==> src/rtl/keyladder_ctrl.sv <==
module keyladder_ctrl #(
  parameter int VER_W = 32,
  parameter logic [VER_W-1:0] CREATOR_MAX_RST = '0,
  parameter logic [VER_W-1:0] OWNER_INT_MAX_RST = 1,
  parameter logic [VER_W-1:0] OWNER_MAX_RST = '0
) (
  input  logic             clk_i,
  input  logic             rst_ni,
  input  logic             go_i,
  input  logic [2:0]       op_i,
  output logic             cfg_en_o,
  output logic [2:0]       stage_o,
  output logic [1:0]       status_o,
  input  logic [1:0]       status_clr_i,
  output logic [2:0]       err_o,
  input  logic [2:0]       err_clr_i,
  input  logic             shadow_err_i,
  output logic             done_irq_o,
  output logic             bind_en_o,
  input  logic             bind_lock_i,
  input  logic [VER_W-1:0] key_ver_i,
  input  logic [2:0]       max_we_i,
  input  logic [VER_W-1:0] max_wdata_i,
  output logic             drv_req_o,
  output logic [2:0]       drv_op_o,
  input  logic             drv_done_i,
  input  logic             drv_err_i,
  input  logic             fault_i,
  input  logic             escalate_i
);

  localparam logic [2:0] S_RESET = 3'd0, S_INIT = 3'd1, S_CREATOR = 3'd2,
                         S_OWN_INT = 3'd3, S_OWNER = 3'd4, S_DIS = 3'd5, S_INV = 3'd6;
  localparam logic [2:0] OP_ADV = 3'd0, OP_ID = 3'd1, OP_SW = 3'd2, OP_HW = 3'd3;
  localparam int NSLOT = 3;

  typedef enum logic [1:0] {P_IDLE, P_EVAL, P_WAIT} phase_e;

  phase_e            phase_q, nxt_phase;
  logic [2:0]        stage_q, nxt_stage, op_q, err_q, set_err;
  logic [1:0]        status_q;
  logic              irq_q, bind_q, fin, fin_bad, reopen, go_acc, kill;
  logic [VER_W-1:0]  max_q [NSLOT];
  logic [VER_W-1:0]  cur_max;
  logic              is_adv, is_gen, is_out, terminal, key_stage, ver_bad;

  assign go_acc    = go_i && (phase_q == P_IDLE);
  assign kill      = fault_i || escalate_i;
  assign is_adv    = (op_q == OP_ADV);
  assign is_gen    = (op_q == OP_ID) || (op_q == OP_SW) || (op_q == OP_HW);
  assign is_out    = (op_q == OP_SW) || (op_q == OP_HW);
  assign terminal  = (stage_q == S_DIS) || (stage_q == S_INV);
  assign key_stage = (stage_q == S_CREATOR) || (stage_q == S_OWN_INT) || (stage_q == S_OWNER);

  always_comb begin
    case (stage_q)
      S_CREATOR: cur_max = max_q[0];
      S_OWN_INT: cur_max = max_q[1];
      default:   cur_max = max_q[2];
    endcase
  end

  assign ver_bad = is_out && (key_ver_i > cur_max);

  always_comb begin
    nxt_stage = stage_q;
    nxt_phase = phase_q;
    fin       = 1'b0;
    fin_bad   = 1'b0;
    set_err   = '0;
    reopen    = 1'b0;
    case (phase_q)
      P_IDLE: if (go_i) nxt_phase = P_EVAL;
      P_EVAL: begin
        nxt_phase = P_IDLE;
        fin       = 1'b1;
        if (terminal || (is_gen && !key_stage)) begin
          fin_bad    = 1'b1;
          set_err[0] = 1'b1;
        end else if (is_gen && ver_bad) begin
          fin_bad    = 1'b1;
          set_err[1] = 1'b1;
        end else if (is_gen) begin
          fin       = 1'b0;
          nxt_phase = P_WAIT;
        end else if (!is_adv || stage_q == S_OWNER) begin
          nxt_stage = S_DIS;
        end else if (stage_q == S_RESET) begin
          nxt_stage = S_INIT;
          reopen    = 1'b1;
        end else begin
          fin       = 1'b0;
          nxt_phase = P_WAIT;
        end
      end
      P_WAIT: begin
        if (drv_done_i) begin
          nxt_phase = P_IDLE;
          fin       = 1'b1;
          if (drv_err_i) begin
            fin_bad   = 1'b1;
            nxt_stage = S_INV;
          end else if (is_adv) begin
            nxt_stage = stage_q + 3'd1;
            reopen    = 1'b1;
          end
        end
      end
      default: nxt_phase = P_IDLE;
    endcase
    if (kill) begin
      nxt_stage = S_INV;
      reopen    = 1'b0;
      if (phase_q != P_IDLE) begin
        fin       = 1'b1;
        fin_bad   = 1'b1;
        nxt_phase = P_IDLE;
      end
    end
  end

  always_ff @(posedge clk_i or negedge rst_ni) begin
    if (!rst_ni) begin
      phase_q  <= P_IDLE;
      stage_q  <= S_RESET;
      op_q     <= '0;
      status_q <= '0;
      err_q    <= '0;
      irq_q    <= 1'b0;
      bind_q   <= 1'b1;
      max_q[0] <= CREATOR_MAX_RST;
      max_q[1] <= OWNER_INT_MAX_RST;
      max_q[2] <= OWNER_MAX_RST;
    end else begin
      phase_q <= nxt_phase;
      stage_q <= nxt_stage;
      irq_q   <= fin;
      if (go_acc) op_q <= op_i;
      if (go_acc)   status_q <= 2'd1;
      else if (fin) status_q <= fin_bad ? 2'd3 : 2'd2;
      else          status_q <= status_q & ~status_clr_i;
      err_q <= (err_q & ~err_clr_i) | set_err | {shadow_err_i, 2'b00};
      if (reopen)           bind_q <= 1'b1;
      else if (bind_lock_i) bind_q <= 1'b0;
      for (int i = 0; i < NSLOT; i++)
        if (max_we_i[i]) max_q[i] <= max_wdata_i;
    end
  end

  assign cfg_en_o   = (phase_q == P_IDLE);
  assign stage_o    = stage_q;
  assign status_o   = status_q;
  assign err_o      = err_q;
  assign done_irq_o = irq_q;
  assign bind_en_o  = bind_q;
  assign drv_req_o  = (phase_q == P_WAIT);
  assign drv_op_o   = op_q;

  assert_stage_range_R1: assert property (@(posedge clk_i) disable iff (!rst_ni)
    stage_o <= S_INV);

  assert_ladder_step_R2: assert property (@(posedge clk_i) disable iff (!rst_ni)
    (stage_o <= S_OWNER && !kill) |=>
      (stage_o == $past(stage_o) || stage_o == $past(stage_o) + 3'd1 ||
       stage_o == S_DIS || stage_o == S_INV));

  assert_disabled_hold_R4: assert property (@(posedge clk_i) disable iff (!rst_ni)
    (stage_o == S_DIS && !kill) |=> stage_o == S_DIS);

  assert_invalid_hold_R5: assert property (@(posedge clk_i) disable iff (!rst_ni)
    stage_o == S_INV |=> stage_o == S_INV);

  assert_kill_invalid_R5: assert property (@(posedge clk_i) disable iff (!rst_ni)
    kill |=> stage_o == S_INV);

  assert_go_locks_R6: assert property (@(posedge clk_i) disable iff (!rst_ni)
    (go_i && cfg_en_o) |=> (!cfg_en_o && status_o == 2'd1));

  assert_irq_pulse_R7: assert property (@(posedge clk_i) disable iff (!rst_ni)
    done_irq_o |=> !done_irq_o);

  assert_irq_status_R7: assert property (@(posedge clk_i) disable iff (!rst_ni)
    done_irq_o |-> status_o[1]);

  assert_gen_stage_R9: assert property (@(posedge clk_i) disable iff (!rst_ni)
    (drv_req_o && drv_op_o != OP_ADV) |-> (stage_o >= S_CREATOR && stage_o <= S_OWNER));

  assert_bind_reopen_R10: assert property (@(posedge clk_i) disable iff (!rst_ni)
    !bind_en_o |=> (!bind_en_o || (done_irq_o && status_o == 2'd2)));

endmodule

==> config.mk <==
export PLATFORM = sky130hd
export DESIGN_NAME = keyladder_ctrl
export DESIGN_NICKNAME = d
export VERILOG_FILES = /design/src/rtl/keyladder_ctrl.sv
export SDC_FILE = /design/constraint.sdc
export NUM_CORES = 1
export LEC_CHECK = 0
export ABC_AREA = 1
export BUFFER_PORTS_ARGS = -buffer_cell sky130_fd_sc_hd__buf_2
export CAP_MARGIN = 10
export CORE_ASPECT_RATIO = 0.9
export CORE_MARGIN = 4
export CORE_UTILIZATION = 40
export CTS_CLUSTER_DIAMETER = 40
export DETAILED_ROUTE_END_ITERATION = 6
export PLACE_DENSITY = 0.67
export SLEW_MARGIN = 5
export SYNTH_ARGS = -nofsm -noshare
export SYNTH_HDL_FRONTEND = slang
export SYNTH_SLANG_ARGS = --single-unit
==> constraint.sdc <==
create_clock -name clk_i -period 3.5 [get_ports clk_i]
set_clock_uncertainty 0.2 [all_clocks]
set_input_delay 0.7 -clock clk_i [delete_from_list [all_inputs] [get_ports clk_i]]
set_output_delay 0.7 -clock clk_i [all_outputs]
set_load 0.05 [all_outputs]
# Word-level counts from Yosys, hierarchy flattened
# Index checks and enable logic that the tools add are counted.
# word_totals
ff_bits,111
inputBits,84
output_inout_bits,15
word_cells,110
# op_classes
add_sub_neg,1
magnitude_cmp,1
n_eq_ne,16
n_mux,54
n_bitwise,6
reduce_logical,22
# ops
cell,n
$pmux W32 S2,1
$gt A32 B32 Y1,1
$mux W1,27
$mux W3,9
$mux W2,12
$eq A3 B2 Y1 const B,4
$eq A3 B3 Y1 const B,3
$logic_or A1 B1 Y1,9
$ne A3 B3 Y1 const B,3
$reduce_and A7 Y1,1
$logic_not A3 Y1,2
$pmux W1 S2,3
$pmux W2 S3,1
$pmux W3 S2,1
$logic_and A1 B1 Y1,4
$ne A4 B1 Y1 const B,1
$ne A4 B4 Y1 const B,1
$reduce_bool A2 Y1,2
$add A3 B1 Y3 const B,1
$and A3 B3 Y3,1
$eq A3 B1 Y1 const B,1
$ne A3 B1 Y1 const B,1
$not A3 Y3,1
$or A3 B2 Y3,1
other kinds (8),9

# Depth between registers and ports, before layout
# Gate-level depths: netlist of the first run.
# depth
word_depth,13
ltp_mapped,27
depth_no_buf,26

# Least setup slack after synthesis of the first run
# OpenSTA, ideal clock, no wires.
# synth_timing
path_kind,reg-to-reg
startpoint,reg stage_q[0] (netlist: stage_o[0])
endpoint,reg status_q[0] (netlist: status_o[0])
setup_ns,0.130
arrival_time_ns,2.943
t_required_ns,3.170
path_slack_ns,0.227
path_stages_with_launch,26
path_buffers,1
period_less_slack_ns,3.273
cell_sequence,dfrtp_1 inv_1 ha_1 inv_1 nor2_1 inv_1 clkbuf_1 o221ai_1 o21ai_0 ha_1 nand2_1 inv_1 nand2_1 nand2_1 nand2_1 nand3_1 a21oi_1 nand2_1 nand2_2 nand3_2 nand2_1 nand2_1 nand2_2 nand2_2 nand2_2 nand3_2
# synth_between
word_cells_on_any_way,33
cone_classes,order compare: 1; eq/ne: 5; mux: 17; reduce/logical: 10
# synth_rtl
element,line_no,source
"start, declared",40,"logic [2:0] stage_q, nxt_stage, op_q, err_q, set_err;"
"start signal, assigned",136,stage_q <= nxt_stage;
$eq A3 B2 Y1,"53, 56",
$pmux W32 S2 or $logic_or A1 B1 Y1 (tied branches),"56, 53",
$gt A32 B32 Y1 or $logic_or A1 B1 Y1 (tied branches),"63, 53",
$logic_and A1 B1 Y1 or $logic_not A1 Y1 (tied branches),"63, 77",
$logic_and A1 B1 Y1 (on tied branches),"80, 77",
$mux W1 or $logic_or A1 B1 Y1 (tied branches),"80, 77",
$mux W1 (*),77,if (terminal || (is_gen && !key_stage)) begin
$pmux W1 S2 (*),72,case (phase_q)
$mux W1,114,if (phase_q != P_IDLE) begin
$mux W1 (*),111,if (kill) begin
via fin,42,"logic irq_q, bind_q, fin, fin_bad, reopen, go_acc, kill;"
$mux W2 (*),140,else if (fin) status_q <= fin_bad ? 2'd3 : 2'd2;
$mux W2 (*),139,if (go_acc) status_q <= 2'd1;
"end signal, assigned",140,
"end signal, assigned",141,else status_q <= status_q & ~status_clr_i;
"end, declared",41,logic [1:0] status_q;
# Mark *: on every way through the listed nets, which the timed path passes. The rest lies on a longest branch.
# A chain may end at the register's enable or synchronous reset.

# Final worst setup path of the first run
# Same ends and word-level chain as after synthesis.

==> results of run 1 <==
## through the flow
stage,util [%],setup WS (ns),cell area [µm²]
2_1_floorplan,-,0.227,5900
3_3_place_gp,46.7,0.168,6640
3_5_place_dp,46.7,0.0170,6640
4_1_cts,49.0,0.000324,6970
5_1_grt,49.3,-0.00355,7000
6_report,49.3,0.265,7000
## synthesized netlist by cell type, drive strengths merged
cell and number:
a21oi 18, dfrtp 109, nand3 11, o22ai 2
a22oi 1, o21ai 105, and3b 1, o41ai 1
o21bai 1, dfstp 2, clkbuf 27, a32oi 1
ha 42, a31oi 1, inv 97, o211ai 1
nand2 124, a21o 2, mux2 35, buf 3
nor2 21, a221oi 2, clkinv 1, or2 1
nand4 2, o21a 1, o221ai 31
## area by class of cell
type	instances	area [µm²]
Fill cell	1385	7210
Timing Repair Buffer	111	632
Sequential cell	111	2780
Inverter	98	368
Multi-Input combinational cell	404	2650
Clock inverter	6	92.6
Clock buffer	10	239
Tap cell	193	241
## cells by family after synthesis
| group | synth area share [%] |
|---|---|
| DFF | 47.1 |
| muxes | 6.68 |
| and+or+nand+nor | 11.8 |
| adders and majority gates | 8.91 |
| AOI/OAI and AO/OA | 17.3 |
| buffers and inverters | 8.21 |
## per-layer routing
| metal | wire, µm | global-route usage [%] | vias to the layer above |
|---|---|---|---|
| met1 | 6490 | 23.8 | 2227 |
| met4 | 123 | 3.59 | 2 |
| li1 | - | - | 2334 |
| met5 | 11 | 0 | - |
| met3 | 848 | 5.13 | 15 |
| met2 | 6450 | 28.1 | 105 |
## path summary, 6_finish.rpt
check | slack [ns] | to | from | cells past startpoint
setup / recovery | 0.27 | status_o[0] | stage_o[0] | 24
hold / removal | 0.18 | max_q[38] | rst_ni | 1
setup reg to reg | 0.27 | status_o[0] | stage_o[0] | 24
hold reg to reg | 0.27 | bind_en_o | bind_en_o | 2
max in group asynchronous | 2.09 | max_q[32] | rst_ni | 2
min in group clk_i | 0.27 | bind_en_o | bind_en_o | 2
## sequential cells by signal (all words and copies together), names as in the netlist
register / flops
drv_op_o: 3
bind_en_o: 1
done_irq_o: 1
phase_q: 2
status_o: 2
err_o: 3
stage_o: 3
max_q: 96
## repair_timing
| item | CTS | global route |
|---|---|---|
| endpoints found under the setup margin | 0 | 7 |
| hold buffers | 0 | 0 |
| endpoints found under the hold margin | 0 | 0 |
| resized for setup | 0 | 12 |
| setup buffers | 0 | 2 |
## power by group through the flow
stage	logic, mW	registers, mW	clock network (mW)
final	1.67	1.52	1.13
after floorplan	1.03	1.71	0
after global placement	1.64	1.54	0
after global routing	1.89	1.54	1.21
after detailed placement	1.67	1.54	0
after CTS	1.68	1.52	1.16
==> summary.md, run 1 <==
| Metric | Value |
|---|---|
| IO buf count | `slightly below 100` |
| Mapped Nets | `769` |
| Rows | `41` |
| Total Routed Length | `13900 µm` |
| Drc violations | `0` |
| Synth area leaders | `dfrtp_1 46%, ha_1 8.9%, o21ai_0 8.6%, nand2_1 7.4%, mux2_2 6.7%` |
| CP Data Required Time | `about 3.5 ns` |
| Placed Cells | `915` |
| Cell repeated most along the worst path | `nand2_1` |
| Clock Path Buffers | `2` |
| H-tree depth | `3` |
| Startpoint type of the worst setup path | `flop` |
| Grt total ovfl | `0` |
| Most frequent cells in the layout | `116 x nand2_1, 107 x dfrtp_1, 98 x o21ai_0, 97 x buf_2, 92 x inv_1` |
| Layout cells sized above 1 | `26.5%` |
| Worst Tran Pin Value | `0.908 ns` |
| Vias post-DR | `~4700` |
| Leading area contributor after synthesis | `dfrtp_1` |
| Worst path max stage delay | `0.44 ns` |
| Final Setup Violations | `0` |
| Yosys cell types | `37` |
| Inserted Clock Buffers | `9` |
| Worst EP arrival | `~3.3 ns` |
| Slew Viols, Final | `0` |
| Headroom to the max-slew limit | `39.5%` |
| Detailed Routing Iterations Pass 1 | `4` |
| Die W | `136 µm` |
| Synthesized area | `5900 µm²` |
| Vias in the first global route | `4652` |
| Crit path kind | `flop to flop` |
| PwrDens | `617 nW/µm²` |
| Pint | `roughly 2.7 mW` |
| Final Non-Filler Cells | `slightly above 900` |
| Setup_tns | `0 ns` |
| Kind of cell adding the most delay to the critical path | `simple AND/OR/NAND/NOR gates` |
| Switching Share | `37.7%` |
| First-pass GRT wire length | `23200 µm` |
| Commonest non-fill, non-tap cell in the layout | `nand2_1` |
| Initial antenna violation count | `1` |
| Clk slew on worst S/H paths | `0.07 ns` |
| P&R area growth vs syn | `18.7%` |
| Placeable Area | `14200 µm²` |
| Clock Latency Late Sink | `0.35 ns` |
| CTS tree | `done` |
| Sequential share of power | `35.2%` |
| Initial DRC count | `284` |
| Final RePlAce weighted congestion | `0.789` |
| Endpoints failing hold | `0` |
| Hold Worst Slack | `0.181 ns` |
| Die ar. | `about 17000 µm²` |
| Final HPWL from detailed placement | `a little over 10000 µm` |
| Gate Count Post-Synth | `643` |
| ANT cells | `0` |
| Mapped Avg Cell Area | `9.17 µm²` |
| Outcome | `completed` |
| Critical-path cell list | `inv_2, ha_1, inv_1, nor2_2, inv_2, buf_4, o221ai_1, o21ai_1, ha_1, a21o_1, nor2_1, nand2_1, nand2_1, nand2_1, nand2_1, nand2_1, nand2_2, nand3_2, nand2_1, nand2_1, nand2_2, nand2_2, nand2_2, nand3_2` |
| Bufs and invs on worst path | `4` |
| FF+latch count, synth | `111` |
| Post-route minimum period | `about 3.2 ns` |
| Fmax | `about 0.31 GHz` |
| Initial core utilization | `41.5%` |
| Synth Warn # | `0` |
| Post-synth top area share | `46.2%` |
| Clk sinks | `111` |
| Comb power frac | `38.7%` |
| Power, Total | `4.32 mW` |
| DR WL/cell | `14.9 µm` |
| Final ANT Viol Nets | `0` |
| Top Ports | `99` |
| Largest net degree at the start of global routing | `64` |
| Final worst path period share | `92.4%` |
| Max-cap viol count | `0` |
| Max FO, Critical Path | `10` |
| Critical Path Sink Type | `flop` |
| Clock power frac | `26.1%` |
| CP max stage cell | `dfrtp_2` |
| Pleak | `around 3.4 nW` |
| Worst min-delay path class | `primary input to async pin` |
| Seq/Total Area, Yosys | `47.1%` |
| Maximum vdd drop | `0.292 mV` |
| Switching power | `1.63 mW` |
| Tot GR Track Use | `17.5%` |
| Fin nets | `861` |
| Die Height | `between 100 and 150 µm` |
| Vias per inst | `between 5 and 6` |
| Clk root buf | `clkbuf_16` |
Note: power is estimated with default switching activity, not from simulation.
==> run 2, diff against run 1 <==
--- a/config.mk
+++ b/config.mk
@@ -5,7 +5,6 @@
 export SDC_FILE = /design/constraint.sdc
 export NUM_CORES = 1
 export LEC_CHECK = 0
-export ABC_AREA = 1
 export BUFFER_PORTS_ARGS = -buffer_cell sky130_fd_sc_hd__buf_2
 export CAP_MARGIN = 10
 export CORE_ASPECT_RATIO = 0.9
==> run 2 against run 1 <==
Routed wire length up 0.18%. Core utilization up 0.99 points. Highest routed layer unchanged. Worst hold slack worse by 0.070 ns. Sequential power about the same. Non-clock buffer count up 13. Die area down 2.3%. Clock power down 17%. Power down 24%. Largest cell class is now multi-input gates. Sequential cell count unchanged. Synthesized cell count down 22%. Critical path type unchanged. Final cell count down 14%. Synthesized area down 2.5%.
==> summary.md, run 2 <==
| Metric | Value |
|---|---|
| Most flops, register | `max_q (unchanged)` |
| Mapped Avg Cell Area | `11.5 µm² (was 9.17 µm²)` |
| Pleak | `3.03 nW (was 3.43 nW)` |
| Largest net degree at the start of global routing | `78 (was 64)` |
| Final ANT Viol Nets | `0 (unchanged)` |
| Register-to-register setup slack | `0.14 ns (was 0.27 ns)` |
| Critical Path Sink Type | `flop (unchanged)` |
| Worst Tran Pin Value | `0.948 ns (was 0.908 ns)` |
| Die W | `134 µm (was 136 µm)` |
| Tot GR Track Use | `17.4% (was 17.5%)` |
| Initial DRC count | `193 (was 284)` |
| Outcome | `completed (unchanged)` |
| Rows | `41 (unchanged)` |
| Power, Total | `3.27 mW (was 4.32 mW)` |
| RSZ-0062 raised after global routing | `true` |
| Startpoint type of the worst setup path | `flop (unchanged)` |
| Fillers | `1327 (was 1385)` |
| Leading area contributor after synthesis | `dfrtp_1 (unchanged)` |
| P&R area growth vs syn | `22.9% (was 18.7%)` |
| Mapped Nets | `626 (was 769)` |
| PwrDens | `463 nW/µm² (was 617 nW/µm²)` |
| Synth Warn # | `0 (unchanged)` |
| Most frequent cells in the layout | `106 x dfrtp_1, 99 x mux2_2, 97 x buf_2, 44 x nand2_1, 39 x ha_1 (was 116 x nand2_1, 107 x dfrtp_1, 98 x o21ai_0, 97 x buf_2, 92 x inv_1)` |
| R2R Path End | `status_o[0] (unchanged)` |
| Top Ports | `99 (unchanged)` |
| Clock Path Buffers | `2 (unchanged)` |
| Seq/Total Area, Yosys | `48.3% (was 47.1%)` |
| Worst Setup SP | `stage_o[1] (was stage_o[0])` |
| FF+latch count, synth | `111 (unchanged)` |
| Post-synth top area share | `47.4% (was 46.2%)` |
| Headroom to the max-slew limit | `36.8% (was 39.5%)` |
| ANT cells | `0 (unchanged)` |
| Commonest non-fill, non-tap cell in the layout | `dfrtp_1 (was nand2_1)` |
| R2R depth | `15 (was 24)` |
| Final RePlAce weighted congestion | `0.812 (was 0.789)` |
| Fmax | `0.297 GHz (was 0.309 GHz)` |
| Initial antenna violation count | `1 (unchanged)` |
| Clock Latency Late Sink | `0.35 ns (about the same)` |
| Final worst path period share | `96.0% (was 92.4%)` |
| Worst min-delay path class | `primary input to async pin (unchanged)` |
| Die Height | `122 µm (was 123 µm)` |
| Vias post-DR | `4311 (was 4683)` |
| Inserted Clock Buffers | `9 (unchanged)` |
| DR WL/cell | `17.3 µm (was 14.9 µm)` |
| Setup_tns | `0 ns (unchanged)` |
| Clk root buf | `clkbuf_16 (unchanged)` |
| Post-synth EDFFs | `0 (unchanged)` |
| Synthesized area | `5750 µm² (was 5900 µm²)` |
| Post-route minimum period | `3.36 ns (was 3.23 ns)` |
| Most instantiated library cell after synthesis | `dfrtp_1 (was nand2_1)` |
| Final Setup Violations | `0 (unchanged)` |
| Worst reg2reg path startpoint | `stage_o[1] (was stage_o[0])` |
| Ys async rst share | `100% (unchanged)` |
| H-tree depth | `3 (unchanged)` |
| Worst EP arrival | `3.38 ns (was 3.26 ns)` |
| Initial core utilization | `40.9% (was 41.5%)` |
| Ys flop type | `dfrtp_1 (unchanged)` |
| Synth cell count leaders | `109 x dfrtp_1, 99 x mux2_2, 44 x nand2_1 (was 117 x nand2_1, 109 x dfrtp_1, 101 x o21ai_0)` |
| CP Data Required Time | `3.52 ns (was 3.53 ns)` |
| First-pass GRT wire length | `22600 µm (was 23200 µm)` |
| Slew Viols, Final | `0 (unchanged)` |
| Vias in the first global route | `4500 (was 4652)` |
| Maximum vdd drop | `0.267 mV (was 0.292 mV)` |
| Yosys cell types | `42 (was 37)` |
| Layout cells sized above 1 | `43.8% (was 26.5%)` |
| Max reg flops | `96 (unchanged)` |
| Detailed Routing Iterations Pass 1 | `4 (unchanged)` |
| Total Routed Length | `13900 µm (about the same)` |
| Drc violations | `0 (unchanged)` |
| Grt total ovfl | `0 (unchanged)` |
| CTS tree | `done (unchanged)` |
| Gate Count Post-Synth | `500 (was 643)` |
| Placeable Area | `14100 µm² (was 14200 µm²)` |
| Clk slew on worst S/H paths | `0.07 ns (about the same)` |
| Clk sinks | `111 (unchanged)` |
| End of the critical path | `status_o[0] (unchanged)` |
| IO buf count | `98 (unchanged)` |
| Fin nets | `734 (was 861)` |
| Max FO, Critical Path | `8 (was 10)` |
| Crit path kind | `flop to flop (unchanged)` |
| Synth area leaders | `dfrtp_1 47%, mux2_2 19%, ha_1 9.1%, a22oi_1 4.3%, o21ai_0 3.1% (was dfrtp_1 46%, ha_1 8.9%, o21ai_0 8.6%, nand2_1 7.4%, mux2_2 6.7%)` |
| Final HPWL from detailed placement | `9760 µm (was 10100 µm)` |
| Vias per inst | `5.36 (was 5.02)` |
| Die ar. | `16400 µm² (was 16800 µm²)` |
| Endpoints failing hold | `0 (unchanged)` |
| Max-cap viol count | `0 (unchanged)` |
==> run 2: cell types whose count changed after synthesis, sizes merged, moves of 6 or more <==
cell | previous run | this run
o221ai | 31 | 0
nand4 | 2 | 8
inv | 97 | 17
buf | 3 | 9
nor2 | 21 | 12
o21ai | 105 | 36
a22oi | 1 | 33
clkbuf | 27 | 18
mux2 | 35 | 99
nand3 | 11 | 3
nand2 | 124 | 45
==> run 2: worst min path at each step <==
stage          depth (start not counted)  startpoint          to
4_1_cts                                1      rst_ni   max_q[23]
3_3_place_gp                           1    err_o[2]    err_o[2]
3_5_place_dp                           1    err_o[2]    err_o[2]
6_report                               1      rst_ni   max_q[23]
5_1_grt                                1      rst_ni   max_q[54]
2_1_floorplan                          0      rst_ni  done_irq_o
==> run 2: repair_timing <==
| item | CTS | global route |
|---|---|---|
| cloned | 0 | 1 |
| gates resized for setup | 7 | 28 |
| hold endpoints to repair | 0 | 0 |
| pin swaps | 2 | 20 |
| setup buffers | 3 | 3 |
| hold buffers | 0 | 0 |
| setup endpoints to repair | 6 | 6 |
==> run 2: per-stage QoR <==
stage | cells | utilization (%) | hold slack (ns) | worst slack, ns | area, µm²
6_report | 805 | 50.3 | 0.111 | 0.138 | 7070
3_5_place_dp | 783 | 46.9 | 0.268 | -0.149 | 6590
2_1_floorplan | 500 | - | 0.204 | 0.000654 | 5760
3_3_place_gp | 783 | 46.9 | 0.259 | -0.113 | 6590
5_1_grt | 805 | 50.3 | 0.151 | -0.00221 | 7070
4_1_cts | 801 | 49.2 | 0.118 | 0.0122 | 6910
==> run 2: power breakdown <==
part	switching [mW]	internal, mW
logic	0.473	0.319
clock network	0.459	0.484
registers	0.102	1.44
==> run 2: cells by family after synthesis <==
family / Yosys count / share of synthesized area (%)
buffers and inverters: 44 / 2.87
AO/OA/AOI/OAI: 118 / 13.3
flip-flops: 111 / 48.3
AND/OR/NAND/NOR: 86 / 6.98
multiplexers: 99 / 19.4
adder cells (fa/ha/maj): 42 / 9.13
==> run 2: final cells by class <==
| type | instances | area [µm²] | share of cell area, % |
|---|---|---|---|
| Sequential cell | 111 | 2780 | 39.4 |
| Inverter | 17 | 63.8 | 0.903 |
| Clock inverter | 4 | 32.5 | 0.460 |
| Timing Repair Buffer | 124 | 779 | 11.0 |
| Tap cell | 193 | 241 | 3.42 |
| Multi-Input combinational cell | 345 | 2930 | 41.5 |
| Clock buffer | 11 | 233 | 3.29 |
==> run 2: layer usage <==
metal | GRT usage (%) | up-vias | part of all wire (%)
met5 | 0 | - | 0.086
met3 | 3.80 | 17 | 4.5
met4 | 4.01 | 2 | 1.3
met1 | 22.5 | 2150 | 45
met2 | 30.2 | 89 | 49
li1 | - | 2053 | -
==> run 2: critical path: stages, from the launching register on <==
cell and delay, ns:
dfrtp_2 0.46, ha_4 0.18, nor2b_4 0.13, buf_6 0.13, buf_12 0.14, a22oi_1 0.15, nand2_1 0.07, o21ai_0 0.08
ha_1 0.27, nand4_1 0.17, nor2_1 0.06, a221o_1 0.34, o31a_1 0.27, or3_4 0.41, nand2_4 0.07, a32oi_1 0.09
